File: config.mk
export PLATFORM = sky130hd
export DESIGN_NAME = kport_irq_ctrl
export DESIGN_NICKNAME = d
export VERILOG_FILES = /design/src/rtl/kport_irq_pkg.sv /design/src/rtl/kport_sync.sv /design/src/rtl/kport_edge_flag.sv /design/src/rtl/kport_tmr_flags.sv /design/src/rtl/kport_irq_ctrl.sv
export SDC_FILE = /design/constraint.sdc
export NUM_CORES = 1
export LEC_CHECK = 0
export ABC_AREA = 0
export CORE_ASPECT_RATIO = 1.25
export CORE_UTILIZATION = 43
export DETAILED_ROUTE_END_ITERATION = 16
export GPL_TIMING_DRIVEN = 1
export HOLD_SLACK_MARGIN = 0.12
export PLACE_DENSITY = 0.8
export SYNTH_ARGS = -nofsm -noshare
export SYNTH_HDL_FRONTEND = slang
export SYNTH_SLANG_ARGS = --single-unit
File: constraint.sdc
create_clock -name clk_i -period 2.3 [get_ports clk_i]
set_clock_uncertainty 0.2 [all_clocks]
set_input_delay 0.46 -clock clk_i [delete_from_list [all_inputs] [get_ports clk_i]]
set_output_delay 0.46 -clock clk_i [all_outputs]
set_load 0.02 [all_outputs]
File: src/rtl/kport_irq_pkg.sv
package kport_irq_pkg;
  localparam int unsigned PORT_W      = 4;
  localparam int unsigned TMR_N       = 3;
  localparam int unsigned SYNC_STAGES = 2;
  localparam int unsigned PORT_FLAG   = 0;
endpackage

File: src/rtl/kport_sync.sv
module kport_sync #(
  parameter int unsigned W      = 4,
  parameter int unsigned STAGES = 2
) (
  input  logic         clk_i,
  input  logic         rst_ni,
  input  logic [W-1:0] d_i,
  output logic [W-1:0] q_o
);
  logic [W-1:0] q [STAGES];

  always_ff @(posedge clk_i or negedge rst_ni) begin
    if (!rst_ni) q[0] <= '0;
    else         q[0] <= d_i;
  end

  for (genvar k = 1; k < STAGES; k++) begin : g_stage
    always_ff @(posedge clk_i or negedge rst_ni) begin
      if (!rst_ni) q[k] <= '0;
      else         q[k] <= q[k-1];
    end
    // each stage adds exactly one cycle
    a_r3_stage_delay: assert property (@(posedge clk_i) disable iff (!rst_ni)
      q[k] == $past(q[k-1]));
  end

  assign q_o = q[STAGES-1];
endmodule

File: src/rtl/kport_edge_flag.sv
module kport_edge_flag #(
  parameter int unsigned W = 4
) (
  input  logic         clk_i,
  input  logic         rst_ni,
  input  logic [W-1:0] sync_i,
  input  logic [W-1:0] mask_i,
  input  logic         clr_i,
  output logic         flag_o
);
  logic [W-1:0] gated;
  logic [W-1:0] prev_q;
  logic         hit;
  logic         flag_q;

  // edge taken after gating: enabling a high pin is an event
  assign gated = sync_i & mask_i;
  assign hit   = |(gated & ~prev_q);

  always_ff @(posedge clk_i or negedge rst_ni) begin
    if (!rst_ni) begin
      prev_q <= '0;
      flag_q <= 1'b0;
    end else begin
      prev_q <= gated;
      flag_q <= hit | (flag_q & ~clr_i);
    end
  end

  assign flag_o = flag_q;

  a_r9_sticky: assert property (@(posedge clk_i) disable iff (!rst_ni)
    flag_q && !clr_i |=> flag_q);
  a_r10_set_wins: assert property (@(posedge clk_i) disable iff (!rst_ni)
    hit && clr_i |=> flag_q);
  a_r9_clear: assert property (@(posedge clk_i) disable iff (!rst_ni)
    clr_i && !hit |=> !flag_q);
  a_r7_needs_mask: assert property (@(posedge clk_i) disable iff (!rst_ni)
    $rose(flag_q) |-> $past(|mask_i));
  a_r4_no_repeat: assert property (@(posedge clk_i) disable iff (!rst_ni)
    $rose(flag_q) |-> $past(|(sync_i & mask_i)));
endmodule

File: src/rtl/kport_tmr_flags.sv
module kport_tmr_flags #(
  parameter int unsigned N = 3
) (
  input  logic         clk_i,
  input  logic         rst_ni,
  input  logic [N-1:0] tick_i,
  input  logic [N-1:0] mask_i,
  input  logic         clr_i,
  output logic [N-1:0] flags_o
);
  logic [N-1:0] flag_q;

  for (genvar i = 0; i < N; i++) begin : g_src
    always_ff @(posedge clk_i or negedge rst_ni) begin
      if (!rst_ni) flag_q[i] <= 1'b0;
      else         flag_q[i] <= (tick_i[i] & mask_i[i]) | (flag_q[i] & ~clr_i);
    end
    // a timer flag only rises from a masked-in tick
    a_r8_tick_gate: assert property (@(posedge clk_i) disable iff (!rst_ni)
      $rose(flag_q[i]) |-> $past(tick_i[i] && mask_i[i]));
    a_r9_tmr_hold: assert property (@(posedge clk_i) disable iff (!rst_ni)
      flag_q[i] && !clr_i |=> flag_q[i]);
  end

  assign flags_o = flag_q;
endmodule

File: src/rtl/kport_irq_ctrl.sv
module kport_irq_ctrl
  import kport_irq_pkg::*;
#(
  parameter int unsigned P_W   = PORT_W,
  parameter int unsigned T_N   = TMR_N,
  parameter int unsigned SYNC  = SYNC_STAGES,
  localparam int unsigned FLAG_W = T_N + 1
) (
  input  logic              clk_i,
  input  logic              rst_ni,
  input  logic [P_W-1:0]    port_i,
  input  logic [T_N-1:0]    tick_i,
  input  logic              gie_i,
  input  logic              port_mask_we_i,
  input  logic [P_W-1:0]    port_mask_wdata_i,
  input  logic              tmr_mask_we_i,
  input  logic [T_N-1:0]    tmr_mask_wdata_i,
  input  logic              flag_rd_i,
  output logic [P_W-1:0]    port_mask_o,
  output logic [T_N-1:0]    tmr_mask_o,
  output logic [FLAG_W-1:0] flags_o,
  output logic              irq_o
);
  logic [P_W-1:0] port_mask_q;
  logic [T_N-1:0] tmr_mask_q;
  logic [P_W-1:0] port_sync;
  logic           port_flag;
  logic [T_N-1:0] tmr_flag;

  always_ff @(posedge clk_i or negedge rst_ni) begin
    if (!rst_ni) begin
      port_mask_q <= '0;
      tmr_mask_q  <= '0;
    end else begin
      if (port_mask_we_i) port_mask_q <= port_mask_wdata_i;
      if (tmr_mask_we_i)  tmr_mask_q  <= tmr_mask_wdata_i;
    end
  end

  kport_sync #(.W(P_W), .STAGES(SYNC)) u_sync (
    .clk_i  (clk_i),
    .rst_ni (rst_ni),
    .d_i    (port_i),
    .q_o    (port_sync)
  );

  kport_edge_flag #(.W(P_W)) u_port_flag (
    .clk_i  (clk_i),
    .rst_ni (rst_ni),
    .sync_i (port_sync),
    .mask_i (port_mask_q),
    .clr_i  (flag_rd_i),
    .flag_o (port_flag)
  );

  kport_tmr_flags #(.N(T_N)) u_tmr_flags (
    .clk_i   (clk_i),
    .rst_ni  (rst_ni),
    .tick_i  (tick_i),
    .mask_i  (tmr_mask_q),
    .clr_i   (flag_rd_i),
    .flags_o (tmr_flag)
  );

  assign port_mask_o = port_mask_q;
  assign tmr_mask_o  = tmr_mask_q;
  assign flags_o     = {tmr_flag, port_flag};
  assign irq_o       = gie_i & (|flags_o);

  a_r2_port_mask_load: assert property (@(posedge clk_i) disable iff (!rst_ni)
    port_mask_we_i |=> port_mask_o == $past(port_mask_wdata_i));
  a_r2_port_mask_hold: assert property (@(posedge clk_i) disable iff (!rst_ni)
    !port_mask_we_i |=> $stable(port_mask_o));
  a_r2_tmr_mask_hold: assert property (@(posedge clk_i) disable iff (!rst_ni)
    !tmr_mask_we_i |=> $stable(tmr_mask_o));
  a_r11_irq_needs_gie: assert property (@(posedge clk_i) disable iff (!rst_ni)
    irq_o |-> gie_i && flags_o != '0);
  a_r12_port_flag_needs_mask: assert property (@(posedge clk_i) disable iff (!rst_ni)
    port_mask_o == '0 && $past(port_mask_o) == '0 |-> !$rose(flags_o[PORT_FLAG]));
endmodule

======== Word level (Yosys, flattened, before mapping) ========
Cells that the tools add are included.
cells by class
  bitwise logic cells ..................... 16
  reductions and logical operators ........ 2
operators by type and width
  kind                number
  1-bit AND           8
  4-bit AND           2
  4-bit OR reduction  2
  4-bit NOT           1
  1-bit OR            4
  1-bit NOT           1
word-level totals
  logic and storage cells ................. 27
  output and inout port bits .............. 12
  bits of input ports ..................... 20
  register bits after elaboration ......... 23

======== Longest topological paths before layout ========
  word-level depth ........................ 4
  gate-level depth with buffers ........... 3
  gate-level depth less buffers ........... 3

======== By module ========
Synthesis repeated with hierarchy kept, for this count alone.
unflattened totals
  cells, all modules ...................... 57
  area, all modules ....................... 804.5 um2
by module, submodules not included
  module           seq. area each (um2)  instances  cells an instance  area each (um2)
  kport_irq_ctrl   175.2                 1          16                 272.8
  kport_sync       200.2                 1          12                 230.2
  kport_edge_flag  125.1                 1          17                 185.2
  kport_tmr_flags  75.1                  1          12                 116.4

======== Worst setup path after synthesis ========
OpenSTA, ideal clock, no wires.
  path type ............................... register to output
  from .................................... register u_tmr_flags.flag_q[1] (netlist: u_tmr_flags.flags_o[1])
  to ...................................... output port irq_o
  cell stages (with the launch flop) ...... 2
  path slack .............................. 0.681 ns
  path buffers ............................ 0
  arrival ................................. 0.959 ns
  required time ........................... 1.640 ns
  path through ............................ dfrtp_1 o41a_1
on the way
  word-level cells in the longest chain between the ends .. 2
ends and longest elaborated chain
  element                          line                   source
  start, declared                  kport_tmr_flags.sv:11  logic [N-1:0] flag_q;
  start signal, assigned by index  kport_tmr_flags.sv:16  else flag_q[i] <= (tick_i[i] & mask_i[i]) | (flag_q[i] & ~clr_i);
  4-bit OR reduction               kport_irq_ctrl.sv:68   assign irq_o = gie_i & (|flags_o);
  1-bit AND                        kport_irq_ctrl.sv:68
  end, declared                    kport_irq_ctrl.sv:22   output logic irq_o
Every way passes these cells.

======== Worst setup path after layout ========
  from .................................... register u_port_flag.flag_q (netlist: u_port_flag.flag_o)
  to ...................................... output port irq_o
on the way
  word-level cells in the longest chain between the ends .. 2
ends and longest elaborated chain
  element                 line                   source
  start, declared         kport_edge_flag.sv:14  logic flag_q;
  start signal, assigned  kport_edge_flag.sv:26  flag_q <= hit | (flag_q & ~clr_i);
  4-bit OR reduction      kport_irq_ctrl.sv:68
  1-bit AND               kport_irq_ctrl.sv:68
Every way passes these cells.

==> flow_summary.json <==
{
  "total_power_mw": 0.783,
  "drive_gt1_share_pct": 13.6,
  "gp_congestion": 0.667,
  "dp_hpwl_mm": 1.05,
  "clkTransAtPathRegs_ps": 110,
  "fmax_mhz": 474,
  "stdcell_count": 106,
  "hold-worst-slack_ps": 155,
  "cts_buffer_depth": 2,
  "die_y_um": 49.3,
  "yosysUniqueCellTypes": 10,
  "die_w_um": 39.9,
  "syn_area_um2": 771,
  "ctsRootBufferMaster": "clkbuf_4",
  "finalWirelength_mm": 1.34,
  "rsz0062_at_grt": "false",
  "tritoncts": "built",
  "drv_cap": 0,
  "setup_viol": 0,
  "postCtsHoldBufs": 0,
  "vias_per_cell": 4.63,
  "cp.arrival_ps": 1450,
  "dieArea_um2": 1970,
  "post-place-ws_ps": 6.41,
  "drt-initial-drc-count": 1,
  "rows": 16,
  "place_inst": 102,
  "finish.net_count": 109,
  "io_pins": 32,
  "powerDensity_nw_per_um2": 693,
  "critPathLaunchType": "flip-flop",
  "switching_share_pct": 24.3,
  "hold_viol": 0,
  "numCtsBuffers": 3,
  "slew_headroom_pct": 81.9,
  "final_common_cell": "clkdlybuf4s50_1",
  "num_antenna_cells": 0,
  "wl_per_cell_um": 12.6,
  "port_buffers": 31,
  "power_frac_clock_pct": 21.9,
  "cp_cell_sequence": "o41a_1 -> dlygate4sd2_1",
  "final_util_pct": 69.6,
  "yosys_warnings": 0,
  "grt_first_pass_wirelength_mm": 2.38,
  "yosysSeqAreaShare_pct": 74.7,
  "path_delay_family": "flip-flops",
  "drc": 0,
  "combPwrFrac_pct": 19.5,
  "slowest_stage": "dfrtp_1",
  "fin_ws_ps": 192,
  "grt_pass1_vias": 496,
  "cp_num_buf_inv": 1,
  "cts_sinks": 23,
  "antenna_left": 0,
  "hold_class": "flip-flop to flip-flop",
  "maxSlewViolCount": 0,
  "nFillCells": 117,
  "fp.coreArea_um2": 1620,
  "htree_levels": 1,
  "area_growth_pct": 46.4,
  "start_util_pct": 47.5,
  "cellLeakagePower_nw": 0.521,
  "crit_path_end_kind": "primary output",
  "antenna_found_initial": 0,
  "tightest_slew_ps": 271,
  "most-common-layout-cells": "30 x clkdlybuf4s50_1, 23 x dfrtp_1, 8 x inv_1, 7 x mux2_2, 6 x nand2_1",
  "syn_inst": 53,
  "seqPwrFrac_pct": 58.5,
  "crit_path_max_incr_delay_ps": 420,
  "synth_nets": 73,
  "cp_max_fo": 3,
  "switchingPower_mw": 0.190,
  "period_needed_ps": 2110,
  "grt_max_degree": 24,
  "period_share_pct": 91.6,
  "num_vias": 491,
  "drtPass1Iterations": 2,
  "required_ps": 1640,
  "p_int_mw": 0.593,
  "avgSynthCellArea_um2": 14.5,
  "grt_overflow": 0,
  "clock_latency_ps": 290,
  "grt_use_total_pct": 18.2,
  "ir_drop_uv": 465,
  "ys_ff_latch": 23,
  "status": "finished, final reports clean",
  "path_class": "flip-flop to primary output"
}
[power by group through the flow]
stage | logic [mW] | registers [mW] | clock network, mW
after global placement | 0.153 | 0.464 | 0
after global routing | 0.165 | 0.464 | 0.193
after floorplan | 0.0411 | 0.486 | 0
after detailed placement | 0.156 | 0.467 | 0
after CTS | 0.155 | 0.459 | 0.176
final | 0.153 | 0.458 | 0.172
[registers in the layout (all words and copies together) (netlist names)]
register             count
u_tmr_flags.flags_o      3
u_sync.q                 4
u_port_flag.prev_q       4
port_mask_o              4
u_sync.q_o               4
u_port_flag.flag_o       1
tmr_mask_o               3
[cells in the mapped netlist, drive strengths merged]
library cell  number  area (um^2)
o22ai              2         12.5
mux2               7         78.8
o41a               1         11.3
and2               1         8.76
dfrtp             23          576
o21ai              3         15.0
buf                1         7.51
nand2              6         22.5
inv                8         30.0
a211o              1         8.76
[per-layer routing]
metal / up-vias / wire length (um) / GRT usage (%)
li1: 244 / - / -
met1: 235 / 532 / 24.0
met2: 10 / 748 / 27.4
met3: 2 / 39 / 4.11
met4: 0 / 19 / 8.62
met5: - / 0 / 0
[logic make-up after synthesis]
kind of cell,synth area share [%]
and+or+nand+nor,4.06
muxes,10.2
DFF,74.7
AOI/OAI and AO/OA,6.17
buffers and inverters,4.87
[timing repair]
action                     in CTS  in global routing
gates resized for setup         1                  0
hold endpoints to repair        0                  0
setup buffers                   0                  0
setup endpoints to repair       1                  0
[worst reg2reg max path: cells and delay by family (launching register included)]
kind	cells	cell delay [ps]
compound gates	1	270
simple gates	1	150
flops	1	430
[metrics by stage]
stage / TNS [ps] / instance area [um^2]
after global placement: -5.15 / 1100
after detailed placement: 0 / 1100
after CTS: 0 / 1130
after floorplan: 0 / 771
after global routing: 0 / 1130
final: 0 / 1130
[final timing paths]
| kind | from | end | slack [ps] | cells past startpoint |
|---|---|---|---|---|
| max reg2reg | port_mask_o[3] | u_port_flag.flag_o | 1150 | 2 |
| min reg2reg | u_sync.q[7] | u_sync.q_o[3] | 160 | 0 |
| max | u_port_flag.flag_o | irq_o | 190 | 2 |
| min in group asynchronous | rst_ni | u_sync.q_o[0] | 300 | 2 |
| min | u_sync.q[7] | u_sync.q_o[3] | 160 | 0 |
| max in group asynchronous | rst_ni | u_port_flag.prev_q[2] | 1380 | 2 |
[area by class of cell]
class / count / area (um^2) / share of cell area [%]
timing repair buffer: 32 / 317 / 28.0
inverter: 8 / 30.0 / 2.66
tap: 18 / 22.5 / 2.00
multi-input combinational: 21 / 158 / 14.0
clock buffer: 4 / 26.3 / 2.33
sequential: 23 / 576 / 51.0
No activity file was read; power rests on OpenSTA's default activity.
